===== config.mk =====
export PLATFORM = sky130hd
export DESIGN_NAME = serialEngine
export DESIGN_NICKNAME = d
export VERILOG_FILES = /design/src/rtl/serialPkg.sv /design/src/rtl/serialCtrl.sv /design/src/rtl/serialDatapath.sv /design/src/rtl/serialEngine.sv
export SDC_FILE = /design/constraint.sdc
export NUM_CORES = 1
export LEC_CHECK = 0
export BUFFER_PORTS_ARGS = -buffer_cell sky130_fd_sc_hd__buf_2
export CORE_MARGIN = 4
export CORE_UTILIZATION = 44
export DETAILED_ROUTE_END_ITERATION = 7
export SLEW_MARGIN = 20
export SYNTH_ARGS = -nofsm -noshare
export SYNTH_HDL_FRONTEND = slang
export SYNTH_HIERARCHICAL = 1
export SYNTH_SLANG_ARGS = --single-unit
export TNS_END_PERCENT = 20

===== constraint.sdc =====
create_clock -name clk -period 6.95 [get_ports clk]
set_input_delay 1.39 -clock clk [delete_from_list [all_inputs] [get_ports clk]]
set_output_delay 1.39 -clock clk [all_outputs]
set_load 0.005 [all_outputs]

===== src/rtl/serialPkg.sv =====
package serialPkg;
  localparam int MAX_BITS = 8;

  typedef enum logic [2:0] {
    PH_IDLE,
    PH_START,
    PH_DATA,
    PH_PAR,
    PH_STOP
  } serPhase_e;

  typedef struct packed {
    serPhase_e  txPhase;
    logic       txLoad;
    logic       txShift;
    logic       rxClear;
    logic       rxCapture;
    logic       rxParCapture;
    logic       rxDone;
    logic [2:0] rxBitNo;
  } serStrobe_t;

  function automatic logic [MAX_BITS-1:0] charMask(input logic [1:0] len);
    return 8'hFF >> (2'd3 - len);
  endfunction

  function automatic logic [2:0] lastBitIdx(input logic [1:0] len);
    return 3'(len) + 3'd4;
  endfunction
endpackage


===== src/rtl/serialCtrl.sv =====
module serialCtrl
  import serialPkg::*;
#(
  parameter int CNT_W      = 24,
  parameter int MIN_SAMPLE = 7
) (
  input  logic             clk,
  input  logic             rstN,
  input  logic             uartEn,
  input  logic             txEn,
  input  logic             rxEn,
  input  logic [CNT_W-1:0] bitCount,
  input  logic [CNT_W-1:0] sampleOffset,
  input  logic [1:0]       charLen,
  input  logic             parityEn,
  input  logic             twoStop,
  input  logic             txValid,
  input  logic             rxBit,
  output logic             txReady,
  output serStrobe_t       strobe
);
  localparam logic [CNT_W-1:0] MIN_OFF = CNT_W'(MIN_SAMPLE);
  localparam logic [CNT_W-1:0] ONE     = CNT_W'(1);

  serPhase_e        txPh, rxPh;
  logic [CNT_W-1:0] txCnt, rxCnt, effOff;
  logic [2:0]       txBitNo, rxBitNo, lastIdx;
  logic             txStopNo;
  logic             txActive, rxActive, txWrap, rxWrap, rxSampleNow, txLoad;

  assign txActive    = uartEn & txEn;
  assign rxActive    = uartEn & rxEn;
  assign lastIdx     = lastBitIdx(charLen);
  assign effOff      = (sampleOffset < MIN_OFF) ? MIN_OFF : sampleOffset;
  assign txWrap      = (txCnt == bitCount - ONE);
  assign rxWrap      = (rxCnt == bitCount - ONE);
  assign rxSampleNow = (rxPh != PH_IDLE) && (rxCnt == effOff);
  assign txReady     = txActive && (txPh == PH_IDLE);
  assign txLoad      = txValid && txReady;

  // transmit sequencer
  always_ff @(posedge clk) begin
    if (!rstN || !txActive) begin
      txPh     <= PH_IDLE;
      txCnt    <= '0;
      txBitNo  <= '0;
      txStopNo <= 1'b0;
    end else if (txLoad) begin
      txPh     <= PH_START;
      txCnt    <= '0;
      txBitNo  <= '0;
      txStopNo <= 1'b0;
    end else if (txPh != PH_IDLE) begin
      if (!txWrap) begin
        txCnt <= txCnt + ONE;
      end else begin
        txCnt <= '0;
        case (txPh)
          PH_START: txPh <= PH_DATA;
          PH_DATA: begin
            if (txBitNo == lastIdx) txPh <= parityEn ? PH_PAR : PH_STOP;
            else                    txBitNo <= txBitNo + 3'd1;
          end
          PH_PAR: txPh <= PH_STOP;
          PH_STOP: begin
            if (twoStop && !txStopNo) txStopNo <= 1'b1;
            else                      txPh <= PH_IDLE;
          end
          default: txPh <= PH_IDLE;
        endcase
      end
    end
  end

  // receive sequencer
  always_ff @(posedge clk) begin
    if (!rstN || !rxActive) begin
      rxPh    <= PH_IDLE;
      rxCnt   <= '0;
      rxBitNo <= '0;
    end else if (rxPh == PH_IDLE) begin
      rxCnt   <= '0;
      rxBitNo <= '0;
      if (!rxBit) rxPh <= PH_START;
    end else begin
      rxCnt <= rxWrap ? '0 : rxCnt + ONE;
      if (rxSampleNow && (rxPh == PH_START) && rxBit) begin
        rxPh <= PH_IDLE;
      end else if (rxSampleNow && (rxPh == PH_STOP)) begin
        rxPh <= PH_IDLE;
      end else if (rxWrap) begin
        case (rxPh)
          PH_START: rxPh <= PH_DATA;
          PH_DATA: begin
            if (rxBitNo == lastIdx) rxPh <= parityEn ? PH_PAR : PH_STOP;
            else                    rxBitNo <= rxBitNo + 3'd1;
          end
          PH_PAR:  rxPh <= PH_STOP;
          default: ;
        endcase
      end
    end
  end

  always_comb begin
    strobe              = '0;
    strobe.txPhase      = txPh;
    strobe.txLoad       = txLoad;
    strobe.txShift      = (txPh == PH_DATA) && txWrap && (txBitNo != lastIdx);
    strobe.rxClear      = rxActive && (rxPh == PH_IDLE) && !rxBit;
    strobe.rxCapture    = rxActive && rxSampleNow && (rxPh == PH_DATA);
    strobe.rxParCapture = rxActive && rxSampleNow && (rxPh == PH_PAR);
    strobe.rxDone       = rxActive && rxSampleNow && (rxPh == PH_STOP);
    strobe.rxBitNo      = rxBitNo;
  end
endmodule


===== src/rtl/serialDatapath.sv =====
module serialDatapath
  import serialPkg::*;
#(
  parameter int SYNC_STAGES = 2
) (
  input  logic                clk,
  input  logic                rstN,
  input  logic                rxLine,
  input  logic [1:0]          charLen,
  input  logic                parityEn,
  input  logic                paritySel,
  input  logic [MAX_BITS-1:0] txData,
  input  serStrobe_t          strobe,
  output logic                txLine,
  output logic                rxBit,
  output logic [MAX_BITS-1:0] rxData,
  output logic                rxValid,
  output logic                rxParityErr,
  output logic                rxFrameErr
);
  logic [MAX_BITS-1:0]    mask, txMasked, txSh, rxSh;
  logic                   txPar, rxParQ, rxParExp;
  logic [SYNC_STAGES-1:0] syncQ;

  assign mask     = charMask(charLen);
  assign txMasked = txData & mask;
  assign rxParExp = paritySel ? ^rxSh : ~^rxSh;
  assign rxBit    = syncQ[SYNC_STAGES-1];

  always_ff @(posedge clk) begin
    if (!rstN) begin
      txSh  <= '0;
      txPar <= 1'b0;
    end else if (strobe.txLoad) begin
      txSh  <= txMasked;
      txPar <= paritySel ? ^txMasked : ~^txMasked;
    end else if (strobe.txShift) begin
      txSh  <= txSh >> 1;
    end
  end

  always_comb begin
    case (strobe.txPhase)
      PH_START: txLine = 1'b0;
      PH_DATA:  txLine = txSh[0];
      PH_PAR:   txLine = txPar;
      default:  txLine = 1'b1;
    endcase
  end

  generate
    if (SYNC_STAGES == 1) begin : gSync1
      always_ff @(posedge clk) begin
        if (!rstN) syncQ <= '1;
        else       syncQ <= rxLine;
      end
    end else begin : gSyncN
      always_ff @(posedge clk) begin
        if (!rstN) syncQ <= '1;
        else       syncQ <= {syncQ[SYNC_STAGES-2:0], rxLine};
      end
    end
  endgenerate

  always_ff @(posedge clk) begin
    if (!rstN) begin
      rxSh   <= '0;
      rxParQ <= 1'b0;
    end else begin
      if (strobe.rxClear)      rxSh <= '0;
      else if (strobe.rxCapture) rxSh[strobe.rxBitNo] <= rxBit;
      if (strobe.rxParCapture) rxParQ <= rxBit;
    end
  end

  always_ff @(posedge clk) begin
    if (!rstN) begin
      rxValid     <= 1'b0;
      rxData      <= '0;
      rxParityErr <= 1'b0;
      rxFrameErr  <= 1'b0;
    end else begin
      rxValid <= strobe.rxDone;
      if (strobe.rxDone) begin
        rxData      <= rxSh;
        rxFrameErr  <= !rxBit;
        rxParityErr <= parityEn && (rxParQ != rxParExp);
      end
    end
  end
endmodule


===== src/rtl/serialEngine.sv =====
module serialEngine
  import serialPkg::*;
#(
  parameter int CNT_W       = 24,
  parameter int MIN_SAMPLE  = 7,
  parameter int SYNC_STAGES = 2
) (
  input  logic             clk,
  input  logic             rstN,
  input  logic             uartEn,
  input  logic             txEn,
  input  logic             rxEn,
  input  logic [CNT_W-1:0] bitCount,
  input  logic [CNT_W-1:0] sampleOffset,
  input  logic [1:0]       charLen,
  input  logic             parityEn,
  input  logic             paritySel,
  input  logic             twoStop,
  input  logic [7:0]       txData,
  input  logic             txValid,
  output logic             txReady,
  output logic             txLine,
  input  logic             rxLine,
  output logic [7:0]       rxData,
  output logic             rxValid,
  output logic             rxParityErr,
  output logic             rxFrameErr
);
  serStrobe_t strobe;
  logic       rxBit;

  serialCtrl #(.CNT_W(CNT_W), .MIN_SAMPLE(MIN_SAMPLE)) uCtrl (
    .clk(clk), .rstN(rstN), .uartEn(uartEn), .txEn(txEn), .rxEn(rxEn),
    .bitCount(bitCount), .sampleOffset(sampleOffset), .charLen(charLen),
    .parityEn(parityEn), .twoStop(twoStop), .txValid(txValid),
    .rxBit(rxBit), .txReady(txReady), .strobe(strobe)
  );

  serialDatapath #(.SYNC_STAGES(SYNC_STAGES)) uData (
    .clk(clk), .rstN(rstN), .rxLine(rxLine), .charLen(charLen),
    .parityEn(parityEn), .paritySel(paritySel), .txData(txData),
    .strobe(strobe), .txLine(txLine), .rxBit(rxBit), .rxData(rxData),
    .rxValid(rxValid), .rxParityErr(rxParityErr), .rxFrameErr(rxFrameErr)
  );
endmodule


Yosys cells after proc, flatten, opt, wreduce, memory -nomap -nowiden

Index checks and enable logic that the tools add are counted.

$add $sub $neg: 7
Magnitude comparators: 3
Eq/ne operators: 21
Shift operators: 1
Multiplexer cells: 24
Bitwise operators: 8
Reductions and logical operators: 47

Operators by type and width:

| kind                                                                          | number |
|---|---|
| 24-bit equality test                                                          | 3 |
| 24-bit by 1-bit adder with 24-bit output, second input constant               | 2 |
| 24-bit two-way mux                                                            | 2 |
| 3-bit two-way mux                                                             | 9 |
| 24-bit by 3-bit less-than comparator with 1-bit output, second input constant | 1 |
| 24-bit by 1-bit subtractor with 24-bit output, second input constant          | 1 |
| 4-bit AND reduction                                                           | 5 |
| 1-bit logical AND                                                             | 17 |
| 8-bit two-way mux                                                             | 2 |
| 8-bit XNOR reduction                                                          | 2 |
| 8-bit parity                                                                  | 2 |
| 3-bit by 2-bit equality test with 1-bit output, second input constant         | 4 |
| 3-bit case mux with 4 select lines                                            | 1 |
| 3-bit case mux with 3 select lines                                            | 1 |
| 8-bit bitwise AND                                                             | 1 |
| 8-bit bitwise mux                                                             | 1 |
| 8-bit by 2-bit >> shifter with 8-bit output, first input constant             | 1 |
| 3-bit by 1-bit adder with 3-bit output, second input constant                 | 2 |
| 3-bit by 1-bit equality test with 1-bit output, second input constant         | 2 |
| 3-bit equality test                                                           | 2 |
| 3-bit equality test, second input constant                                    | 2 |
| 3-bit zero test                                                               | 2 |
| 1-bit two-way mux                                                             | 6 |
| 2-bit nonzero test                                                            | 3 |
| 23 further kinds                                                              | 37 |

Flip-flop bits (word level): 92
Bits of input ports: 68
Output and inout port bits: 13
Word-level logic and storage cells: 128

Depth between registers and ports, before layout

Depth in word-level cells: 8
Mapped depth: 16
Mapped depth without buffers: 12

Cells and area by module

The synthesis kept the hierarchy.

Modules (own cells, without submodules):

| module         | times used | cells each | area each (µm²) | seq. area each (µm²) |
|---|---|---|---|---|
| serialCtrl     | 1          | 646        | 4885.9          | 1221.2 |
| serialDatapath | 1          | 151        | 1453.9          | 620.6 |

Least setup slack after synthesis

Ideal clock, no wire load.

Path kind: input to register
Start: input bitCount[0]
End: register uData.txSh[5]
Setup time: 116 ps
Data arrival time: 5332 ps
Data required time: 6834 ps
Setup slack: 1502 ps
Cell stages on the path: 14
Path through: clkbuf_1 inv_1 ha_1 or3b_1 or4_4 a32oi_1 o2111ai_1 or4_1 nor4_4 buf_2 and2_1 clkbuf_1 mux2_2 o211a_1

RTL lines:

| element                | line                 | source |
|---|---|---|
| start: declaration     | serialEngine.sv:13   | `input logic [CNT_W-1:0] bitCount,` |
| end signal: assignment | serialDatapath.sv:35 | `txSh <= txMasked;` |
| end signal: assignment | serialDatapath.sv:38 | `txSh <= txSh >> 1;` |
| end: declaration       | serialDatapath.sv:21 | `logic [MAX_BITS-1:0] mask, txMasked, txSh, rxSh;` |

==> results.sh <==
export IMPL_routed_wl_um=17100
export IMPL_clk_pin_slew_ns=0.06
export IMPL_synth_async_sr_flop_share_pct=0
export IMPL_avgRoutedWirePerCell_um=16.6
export IMPL_fillers=1424
export IMPL_hold_path_class="flop to flop"
export IMPL_synth_edf_count=0
export IMPL_period_share_pct=76.7
export IMPL_vias=5785
export IMPL_finalSetupViolCount=0
export IMPL_drtIter0Drc=427
export IMPL_synthToLayoutAreaGrowth_pct=11.7
export IMPL_grt_remaining_overflow=0
export IMPL_ys_warn_count=6
export IMPL_cts_root_buf="clkbuf_16"
export IMPL_grt_pass1_vias=5572
export IMPL_synth_nets=870
export IMPL_skew_ns=0.00910
export IMPL_fin_util_pct=50.6
export IMPL_n_antenna_cell=0
export IMPL_hold_buffers=0
export IMPL_grt_usage_pct=21.0
export IMPL_clk_latency_ns=0.35
export IMPL_leakagePower_uw=0.00250
export IMPL_tns_ns=0
export IMPL_r2r_setup_slack_ns=3.61
export IMPL_cts_num_sinks=92
export IMPL_critPathSlowestCell="nor4_1"
export IMPL_initial_utilization_pct=45.3
export IMPL_gp_congestion=0.943
export IMPL_peakVddDrop_uv=107
export IMPL_ys_flop_type="dfxtp_1"
export IMPL_via_per_inst=5.64
export IMPL_ios=81
export IMPL_p_per_area_nw_per_um2=163
export IMPL_crit_path_end_kind="flop"
export IMPL_slew_headroom_pct=40.6
export IMPL_slowest_delay_ns=0.74
export IMPL_start_kind="input port"
export IMPL_synth_area_leaders="dfxtp_1 29%, xnor2_1 12%, xor2_1 7.0%"
export IMPL_crit_required_ns=7.19
export IMPL_syn_cell_area_um2=6340
export IMPL_grt_pass1_wl_um=27900
export IMPL_arrival_ns=5.57
export IMPL_cts_buffers=9
export IMPL_grt_max_degree=31
export IMPL_synth_top_area_share_pct=29.1
export IMPL_cp_top_family="simple AND/OR/NAND/NOR gates"
export IMPL_chipWidth_um=128
export IMPL_first_pass_iters=5
export IMPL_worst_pin_slew_ns=0.883
export IMPL_path_buf_inv=2
export IMPL_finalHoldViolCount=0
export IMPL_rows=43
export IMPL_drv_slew=0
export IMPL_yosysSeqAreaShare_pct=29.1
export IMPL_ys_ff_latch=92
export IMPL_yosysTopAreaCell="dfxtp_1"
export IMPL_cts_tree="built"
export IMPL_clockBufferDepth=2
export IMPL_post_cts_buffers=0
export IMPL_cts_resized_gates=0
export IMPL_drc_errors=0
export IMPL_synth_common_cells="101 x nor2_1, 92 x dfxtp_1, 84 x xnor2_1, 61 x nand2_1, 51 x xor2_1"
export IMPL_ys_types=66
export IMPL_fin_crit_ns=5.33
export IMPL_die_h_um=128
export IMPL_dp_hpwl_um=13100
export IMPL_dieArea_um2=16400
export IMPL_status="completed"
export IMPL_cap_violations=0
export IMPL_antenna_found_initial=0
export IMPL_portBuffers=80
export IMPL_crit_chain="buf_2 > nor4_1 > nand4_1 > nor3_2 > o2111ai_1 > or4_1 > nor4_4 > buf_4 > and2_1 > mux2_2 > o211a_1"
export IMPL_rsz0062_at_grt="no"
export IMPL_core_um2=14000
export IMPL_ant_nets=0
export IMPL_max_freq_mhz=188
export IMPL_final_nets=913
export IMPL_crit_fanout=16
export IMPL_crit_type="input port to flop"
export IMPL_synth_most_common_cell="nor2_1"
export IMPL_syn_inst=797
export IMPL_h_tree_depth=3
export IMPL_drive_gt1_share_pct=14.0
export IMPL_avgSynthCellArea_um2=7.95
## cells in the final DEF, fill, tap and decap left out, types with 4 or more instances in the layout
| master | synthesis | routed |
|---|---|---|
| nor2b_1 | 12 | 12 |
| nand4_1 | 24 | 24 |
| nand2b_1 | 13 | 13 |
| and2_1 | 15 | 15 |
| nor3b_1 | 6 | 6 |
| a31oi_1 | 6 | 6 |
| dfxtp_1 | 92 | 92 |
| a31o_2 | 4 | 4 |
| nand4b_1 | 4 | 4 |
| nand2_1 | 61 | 61 |
| mux2i_1 | 29 | 29 |
| nor3_1 | 18 | 18 |
| clkbuf_16 | 0 | 9 |
| o31ai_1 | 5 | 5 |
| xor2_1 | 51 | 51 |
| or4_1 | 5 | 5 |
| inv_1 | 17 | 17 |
| nand3_1 | 38 | 38 |
| xnor3_1 | 4 | 4 |
| a21oi_1 | 20 | 20 |
| buf_2 | 11 | 80 |
| nor2_1 | 101 | 100 |
| and3_1 | 18 | 18 |
| or3_1 | 15 | 15 |
| nor4_1 | 15 | 14 |
| xnor2_1 | 84 | 84 |
| o21ai_0 | 23 | 23 |
| o2111ai_1 | 5 | 5 |
| o211ai_1 | 5 | 5 |
| ha_1 | 5 | 5 |
## state kept, by name, summed over array words and instances, names as in the netlist
register           cells
uCtrl/rxBitNo          3
uCtrl/rxCnt           24
uCtrl/rxPh             3
uCtrl/txBitNo          3
uCtrl/txCnt           24
uCtrl/txPh             3
uCtrl/txStopNo         1
uData/rxData           8
uData/rxFrameErr       1
uData/rxParQ           1
uData/rxParityErr      1
uData/rxSh             8
uData/rxValid          1
uData/syncQ            2
uData/txPar            1
uData/txSh             8
## final cells by class
cell class,instances,area (um^2),area share (%)
Tap cell,180,225,3.18
Clock inverter,5,60.1,0.848
Multi-Input combinational cell,637,4230,59.7
Inverter,17,63.8,0.901
Timing Repair Buffer,83,423,5.97
Sequential cell,92,1840,26.0
Clock buffer,11,243,3.43
## report_power, final
group          switching (uW)  leakage, uW  internal, uW
Sequential               2.57     0.000742           530
Clock                     208     0.000146           290
Combinational            69.8      0.00161          51.8
## worst reg2reg max path, delay by kind of cell, from the launching register on
family                 cells  cell delay [ns]
AO/OA/AOI/OAI              4             0.75
buffers and inverters      1             0.25
AND/OR/NAND/NOR            3             1.29
multiplexers               1             0.39
XOR/XNOR                   1             0.13
flip-flops                 1             0.42
## cells by family (layout without fill, tap and decap cells)
logic type,after synthesis,after routing,synth area share [%]
xor gates and xnor gates,139,139,20.1
and+or+nand+nor,365,365,30.1
DFF,92,92,29.1
AOI/OAI and AO/OA,97,97,10.4
adders and majority gates,5,5,0.987
muxes,31,31,4.93
buffers and inverters,68,116,4.42
## per-layer routing
layer,track usage (%),vias to the layer above,part of all wire (%)
met4,6.55,0,2.4
met5,0,-,0
met3,4.71,32,5.9
met1,28.7,2711,47
li1,-,2869,-
met2,33.0,173,45
## metrics by stage
stage | setup slack [ns] | cell area, um^2 | power, uW | std cells | hold WS (ns)
floorplan | 1.50 | 6340 | 616 | 797 | 0.386
global placement | 1.32 | 6770 | 663 | 1009 | 0.397
detailed placement | 1.28 | 6770 | 664 | 1009 | 0.396
CTS | 1.66 | 7070 | 1170 | 1025 | 0.411
global route | 1.42 | 7080 | 1200 | 1025 | 0.442
finish | 1.62 | 7080 | 1150 | 1025 | 0.408
## final timing paths
kind	startpoint	end	cells after the start
worst max-delay path	bitCount[8]	uData/txSh[5]	11
worst max register to register	uCtrl/txCnt[8]	uData/txSh[5]	10
worst min register to register	uData/syncQ[0]	uData/syncQ[1]	1
worst min-delay path	uData/syncQ[0]	uData/syncQ[1]	1
(Power assumes the default switching activity.)
